$ cat src/rtl/pwrsys_pkg.sv
package pwrsys_pkg;

    localparam int STATE_W    = 2;
    localparam int NUM_STATES = 4;
    localparam int MODE_W     = 2;

    typedef enum logic [STATE_W-1:0] {
        SYS_CRIT      = 2'd0,
        SYS_LIDCLOSED = 2'd1,
        SYS_HOSTSUSP  = 2'd2,
        SYS_ACTIVE    = 2'd3
    } sys_state_e;

    typedef enum logic [MODE_W-1:0] {
        CLK_STOP = 2'd0,
        CLK_WAIT = 2'd1,
        CLK_RUN  = 2'd2
    } clk_mode_e;

    typedef struct packed {
        logic hsus_n;
        logic lid_n;
        logic pgood;
    } status_t;

    localparam int      STATUS_W   = $bits(status_t);
    localparam status_t STATUS_RST = '{hsus_n: 1'b1, lid_n: 1'b1, pgood: 1'b0};

    // Priority order matters: power loss dominates, then the lid.
    function automatic sys_state_e decode_status(status_t s);
        sys_state_e r;
        if (!s.pgood)       r = SYS_CRIT;
        else if (!s.lid_n)  r = SYS_LIDCLOSED;
        else if (!s.hsus_n) r = SYS_HOSTSUSP;
        else                r = SYS_ACTIVE;
        return r;
    endfunction

    function automatic logic [NUM_STATES-1:0] state_to_onehot(sys_state_e s);
        return NUM_STATES'(1) << s;
    endfunction

endpackage

$ cat src/rtl/pwrsys_sync_filt.sv
module pwrsys_sync_filt #(
    parameter int               WIDTH       = 3,
    parameter int               SYNC_STAGES = 2,
    parameter int               DB_SAMPLES  = 3,
    parameter logic [WIDTH-1:0] RST_VAL     = '0
) (
    input  logic             clk,
    input  logic             rst,
    input  logic [WIDTH-1:0] raw_i,
    output logic [WIDTH-1:0] filt_o,
    output logic             busy_o
);

    localparam int CNT_W = $clog2(DB_SAMPLES + 1);
    localparam int LAST  = SYNC_STAGES - 1;

    logic [WIDTH-1:0] sync_q [SYNC_STAGES];
    logic [WIDTH-1:0] sync_last;
    logic [WIDTH-1:0] filt_q;

    always_ff @(posedge clk) begin
        if (rst) begin
            for (int s = 0; s < SYNC_STAGES; s++) sync_q[s] <= RST_VAL;
        end else begin
            sync_q[0] <= raw_i;
            for (int s = 1; s < SYNC_STAGES; s++) sync_q[s] <= sync_q[s-1];
        end
    end

    assign sync_last = sync_q[LAST];

    for (genvar b = 0; b < WIDTH; b++) begin : g_bit
        logic [CNT_W-1:0] cnt_q;
        logic             lvl_q;

        always_ff @(posedge clk) begin
            if (rst) begin
                cnt_q <= '0;
                lvl_q <= RST_VAL[b];
            end else if (sync_last[b] == lvl_q) begin
                cnt_q <= '0;
            end else if (cnt_q == CNT_W'(DB_SAMPLES - 1)) begin
                cnt_q <= '0;
                lvl_q <= sync_last[b];
            end else begin
                cnt_q <= cnt_q + 1'b1;
            end
        end

        assign filt_q[b] = lvl_q;
    end

    assign filt_o = filt_q;
    assign busy_o = |(sync_last ^ filt_q);

    // A filtered bit may only flip to a level the synchronizer held steady.
    assert_filt_stable_R6: assert property (@(posedge clk) disable iff (rst)
        (filt_q != $past(filt_q)) |->
            ((($past(sync_last) ^ $past(sync_last, 2)) & (filt_q ^ $past(filt_q))) == '0)
            && ((($past(sync_last) ^ filt_q) & (filt_q ^ $past(filt_q))) == '0));

endmodule

$ cat src/rtl/pwrsys_state_fsm.sv
module pwrsys_state_fsm
    import pwrsys_pkg::*;
(
    input  logic       clk,
    input  logic       rst,
    input  status_t    filt_i,
    output sys_state_e state_o,
    output logic       chg_o,
    output logic       pend_o
);

    sys_state_e state_q;
    sys_state_e state_d;
    logic       chg_q;

    always_comb state_d = decode_status(filt_i);

    always_ff @(posedge clk) begin
        if (rst) begin
            state_q <= SYS_CRIT;
            chg_q   <= 1'b0;
        end else begin
            state_q <= state_d;
            chg_q   <= (state_d != state_q);
        end
    end

    assign state_o = state_q;
    assign chg_o   = chg_q;
    assign pend_o  = (state_d != state_q);

    assert_crit_forced_R1: assert property (@(posedge clk) disable iff (rst)
        !filt_i.pgood |=> state_q == SYS_CRIT);

    assert_lid_dominant_R2: assert property (@(posedge clk) disable iff (rst)
        (filt_i.pgood && !filt_i.lid_n) |=> state_q == SYS_LIDCLOSED);

    assert_pulse_on_change_R7: assert property (@(posedge clk) disable iff (rst)
        chg_q |-> state_q != $past(state_q));

    assert_change_has_pulse_R7: assert property (@(posedge clk) disable iff (rst)
        (state_q != $past(state_q)) |-> chg_q);

endmodule

$ cat src/rtl/pwrsys_clk_arb.sv
module pwrsys_clk_arb
    import pwrsys_pkg::*;
#(
    parameter int N_TIMER = 2,
    parameter int N_RUN   = 5
) (
    input  logic [N_TIMER-1:0] timer_req_i,
    input  logic [N_RUN-1:0]   run_req_i,
    output clk_mode_e          mode_o
);

    always_comb begin
        if (|run_req_i)        mode_o = CLK_RUN;
        else if (|timer_req_i) mode_o = CLK_WAIT;
        else                   mode_o = CLK_STOP;
    end

endmodule

$ cat src/rtl/pwrsys_ctrl.sv
module pwrsys_ctrl
    import pwrsys_pkg::*;
#(
    parameter int N_TIMER     = 2,
    parameter int SYNC_STAGES = 2,
    parameter int DB_SAMPLES  = 3
) (
    input  logic                  clk,
    input  logic                  rst,
    input  logic                  pgood_i,
    input  logic                  lid_n_i,
    input  logic                  hsus_n_i,
    input  logic [N_TIMER-1:0]    timer_req_i,
    input  logic                  work_pend_i,
    input  logic                  irq_hold_i,
    output logic [STATE_W-1:0]    state_code_o,
    output logic [NUM_STATES-1:0] state_onehot_o,
    output logic                  state_chg_o,
    output logic [MODE_W-1:0]     clk_mode_o
);

    localparam int N_RUN = 5;

    status_t          raw_st;
    logic [STATUS_W-1:0] filt_bits;
    status_t          filt_st;
    logic             filt_busy;
    sys_state_e       state;
    logic             chg;
    logic             upd_pend;
    logic [N_RUN-1:0] run_req;
    clk_mode_e        mode;

    assign raw_st = '{hsus_n: hsus_n_i, lid_n: lid_n_i, pgood: pgood_i};

    pwrsys_sync_filt #(
        .WIDTH       (STATUS_W),
        .SYNC_STAGES (SYNC_STAGES),
        .DB_SAMPLES  (DB_SAMPLES),
        .RST_VAL     (STATUS_RST)
    ) u_filt (
        .clk    (clk),
        .rst    (rst),
        .raw_i  (raw_st),
        .filt_o (filt_bits),
        .busy_o (filt_busy)
    );

    assign filt_st = status_t'(filt_bits);

    pwrsys_state_fsm u_fsm (
        .clk     (clk),
        .rst     (rst),
        .filt_i  (filt_st),
        .state_o (state),
        .chg_o   (chg),
        .pend_o  (upd_pend)
    );

    assign run_req = {work_pend_i, irq_hold_i, filt_busy, upd_pend, chg};

    pwrsys_clk_arb #(
        .N_TIMER (N_TIMER),
        .N_RUN   (N_RUN)
    ) u_arb (
        .timer_req_i (timer_req_i),
        .run_req_i   (run_req),
        .mode_o      (mode)
    );

    assign state_code_o   = state;
    assign state_onehot_o = state_to_onehot(state);
    assign state_chg_o    = chg;
    assign clk_mode_o     = mode;

    assert_onehot_R5: assert property (@(posedge clk) disable iff (rst)
        $countones(state_onehot_o) == 1);

    assert_run_prio_R11: assert property (@(posedge clk) disable iff (rst)
        (work_pend_i && (|timer_req_i)) |-> clk_mode_o == CLK_RUN);

    assert_pulse_runs_R10: assert property (@(posedge clk) disable iff (rst)
        state_chg_o |-> clk_mode_o == CLK_RUN);

    assert_stop_default_R8: assert property (@(posedge clk) disable iff (rst)
        (clk_mode_o == CLK_STOP) |->
            (!work_pend_i && !irq_hold_i && !(|timer_req_i) && !state_chg_o));

    assert_wait_needs_timer_R9: assert property (@(posedge clk) disable iff (rst)
        (clk_mode_o == CLK_WAIT) |-> (|timer_req_i) && !work_pend_i && !irq_hold_i);

endmodule

$ cat config.mk
export PLATFORM = sky130hd
export DESIGN_NAME = pwrsys_ctrl
export DESIGN_NICKNAME = d
export VERILOG_FILES = /design/src/rtl/pwrsys_pkg.sv /design/src/rtl/pwrsys_sync_filt.sv /design/src/rtl/pwrsys_state_fsm.sv /design/src/rtl/pwrsys_clk_arb.sv /design/src/rtl/pwrsys_ctrl.sv
export SDC_FILE = /design/constraint.sdc
export NUM_CORES = 1
export LEC_CHECK = 0
export ABC_CLOCK_PERIOD_IN_PS = 3910
export BUFFER_PORTS_ARGS = -buffer_cell sky130_fd_sc_hd__buf_4
export CAP_MARGIN = 20
export CELL_PAD_IN_SITES_DETAIL_PLACEMENT = 1
export CELL_PAD_IN_SITES_GLOBAL_PLACEMENT = 1
export CORE_MARGIN = 2
export CORE_UTILIZATION = 39
export DETAILED_ROUTE_END_ITERATION = 8
export PLACE_DENSITY_LB_ADDON = 0.1
export SETUP_SLACK_MARGIN = 0.02
export SLEW_MARGIN = 20
export SYNTH_ARGS = -nofsm -noshare
export SYNTH_HDL_FRONTEND = slang
export SYNTH_SLANG_ARGS = --single-unit
$ cat constraint.sdc
create_clock -name clk -period 3.91 [get_ports clk]
set_clock_uncertainty 0.2 [all_clocks]
set_input_delay 0.1955 -clock clk [delete_from_list [all_inputs] [get_ports clk]]
set_output_delay 0.1955 -clock clk [all_outputs]
set_load 0.1 [all_outputs]
==> out/results.tsv <==
metric	value	unit
status	finished, final reports clean	
DR DRC count	0	
reg-to-reg setup timing slack	2.51	ns
Routed Wire Length	1380	um
worst min path class	reg -> reg	
Clock Path Buffers	2	
Peak VDD IR	0.000245	V
number of synthesized register bits	18	
Synth top area share	52.5	%
setup TNS	0	ns
Max Clk Rate	0.469	GHz
clock-pin slew on the worst setup and hold paths	0.10	ns
share of layout cells above drive strength 1	28.1	%
worst r2r path cells	4	
vias in the first global route	584	
Total Routing Usage GR	16.7	%
Critical path destination	clk_mode_o[0]	
total number of vias	558	
fin crit period	2.13	ns
nets	109	
first-pass GRT wire length	2390	um
WHS Path Cells	1	
top sig layer	met4	
cell taking the most area after synthesis	dfxtp_1	
WL per Instance	12.2	um
Clock Root Buffer	clkbuf_4	
hold buffers post-CTS	7	
Routed met3 length	67	um
fin. max-slew vios	0	
FF-to-FF End	u_filt.g_bit[1].cnt_q[0]	
Post-Syn Instances	69	
syn avg cell area	9.96	um2
leading cell types in the layout, fill and taps excluded	dfxtp_1 (18), buf_4 (17), nor2_1 (10)	
Pleak	0.412	nW
Mapped Nets	81	
Pwr per Cell Area	358	nW/um2
synth-to-layout area growth	36.6	%
antenna cell count	0	
Post-Syn Area	687	um2
met1 WL	560	um
Slew Limit Headroom	80.0	%
Tightest Pin Transition	0.297	ns
PnR worst setup slack	1.78	ns
# IOs	18	
final worst path period share	54.5	%
Max Cap Viol	0	
post-route ant nets	0	
Core Rows	15	
most common cell after layout, fill and taps aside	dfxtp_1	
IO Port Bufs	17	
Initial Utilization	40.7	%
critical path type	reg -> out	
DR pass1 iterations	4	
Worst-Skew Late Latency	0.30	ns
final setup fails	0	
Clock Sinks	18	
crit start category	flip-flop	
drt initial violations	3	
CTS tree	built	
Largest stage delay, worst path	0.44	ns
met2 wire length	711	um
total grt overflow	0	
part of the Yosys area used for sequential elements	52.5	%
final hold vios	0	
DP Wirelength	962	um
Setup Fix Bufs, Post-CTS	0	
CTS H-Tree Depth	1	
CP Launch Point	u_fsm.state_o[0]	
# resized after CTS	0	
Worst Path Arrival	1.74	ns
GP Congestion	0.671	
Chip Width	46.0	um
vias per cell	4.94	
Distinct cells, synth	22	
DIE AREA	2110	um2
core area	1690	um2
antenna violations before repair	0	
pre-CTS WS	2.09	ns
Num CTS Buffers	3	
maximum fanout along the worst path	7	
Crit-path slowest cell	dfxtp_1	
Worst EP required	3.51	ns
crit end category	primary output	
synth warn	0	
RSZ-0062 raised after global routing	no	
largest net degree at the start of global routing	13	
Die Ht	46.0	um
reg2reg start	u_filt.g_bit[1].cnt_q[0]	
worst path cell trace	or3b_1, o311ai_2, and4b_1, buf_4	
biggest area contributors in the synthesized netlist	dfxtp_1 (52%), ha_1 (5.5%), nor2_1 (5.5%)	
-- cells by family after synthesis --
family                     share of synthesized area, %
and+or+nand+nor                                    23.5
AOI/OAI and AO/OA                                  6.74
muxes                                              2.91
adders and majority gates                          5.47
DFF                                                52.5
buffers and inverters                              3.82
xor gates and xnor gates                           5.10
-- worst min path at each step --
| stage | start | endpoint | slack, ns |
|---|---|---|---|
| floorplan | lid_n_i | u_filt.sync_q[0][1] | 0.1 |
| global placement | hsus_n_i | u_filt.sync_q[0][2] | 0.18 |
| detailed placement | lid_n_i | u_filt.sync_q[0][1] | 0.19 |
| CTS | u_filt.g_bit[0].cnt_q[0] | u_filt.g_bit[0].cnt_q[0] | 0.22 |
| global route | u_filt.g_bit[0].cnt_q[0] | u_filt.g_bit[0].cnt_q[0] | 0.24 |
| finish | u_filt.g_bit[0].cnt_q[0] | u_filt.g_bit[0].cnt_q[0] | 0.22 |
-- cells in the mapped netlist --
cell      number
xnor2_1        2
mux2i_1        2
inv_1          6
and2_1         1
or3b_1         1
clkbuf_1       1
ha_1           3
nor2b_1        3
o211ai_1       2
a21oi_1        1
nor4_1         1
or2_2          5
nand4b_1       1
xor2_1         2
o311ai_2       1
nor2_1        10
and4b_1        1
dfxtp_1       18
o211a_1        1
and3_1         1
or3_1          2
nand2_1        4
-- metal layers --
layer / GRT usage [%] / up-vias
met4: 10.3 / 0
met1: 17.5 / 253
met5: 0 / -
li1: - / 284
met3: 4.76 / 6
met2: 28.9 / 15
-- registers in the layout, indices dropped and copies added (netlist names) --
register / flops
u_filt.g_bit.cnt_q: 6
u_filt.sync_q: 6
u_filt.g_bit.lvl_q: 3
u_fsm.state_o: 2
u_fsm.chg_o: 1
-- metrics by stage --
stage          instances  instance area, um2  hold WS, ns  power, mW  util [%]
3_5_place_dp         102                 832        0.186      0.221      49.3
3_3_place_gp         102                 832        0.181      0.221      49.3
2_1_floorplan         69                 687       0.0993      0.211         -
4_1_cts              113                 938        0.220      0.340      55.6
5_1_grt              113                 938        0.238      0.354      55.6
6_report             113                 938        0.216      0.336      55.6
-- critical path: cells and delay by family, from the launching register on --
| family | cells | cell delay (ns) |
|---|---|---|
| AND/OR/NAND/NOR | 2 | 0.61 |
| flip-flops | 1 | 0.44 |
| buffers and inverters | 1 | 0.28 |
| AO/OA/AOI/OAI | 1 | 0.11 |
-- where the power goes --
group / switching [mW] / internal, mW / total, mW
registers: 0.00170 / 0.187 / 0.189
logic: 0.0176 / 0.0164 / 0.0340
clock network: 0.0560 / 0.0568 / 0.113
-- layout make-up --
| class | count | area [um2] |
|---|---|---|
| Fill cell | 205 | 751 |
| Sequential cell | 18 | 360 |
| Multi-Input combinational cell | 44 | 300 |
| Timing Repair Buffer | 24 | 198 |
| Clock buffer | 4 | 36.3 |
| Inverter | 6 | 22.5 |
| Tap cell | 17 | 21.3 |
No activity file was read; power rests on OpenSTA's default activity.
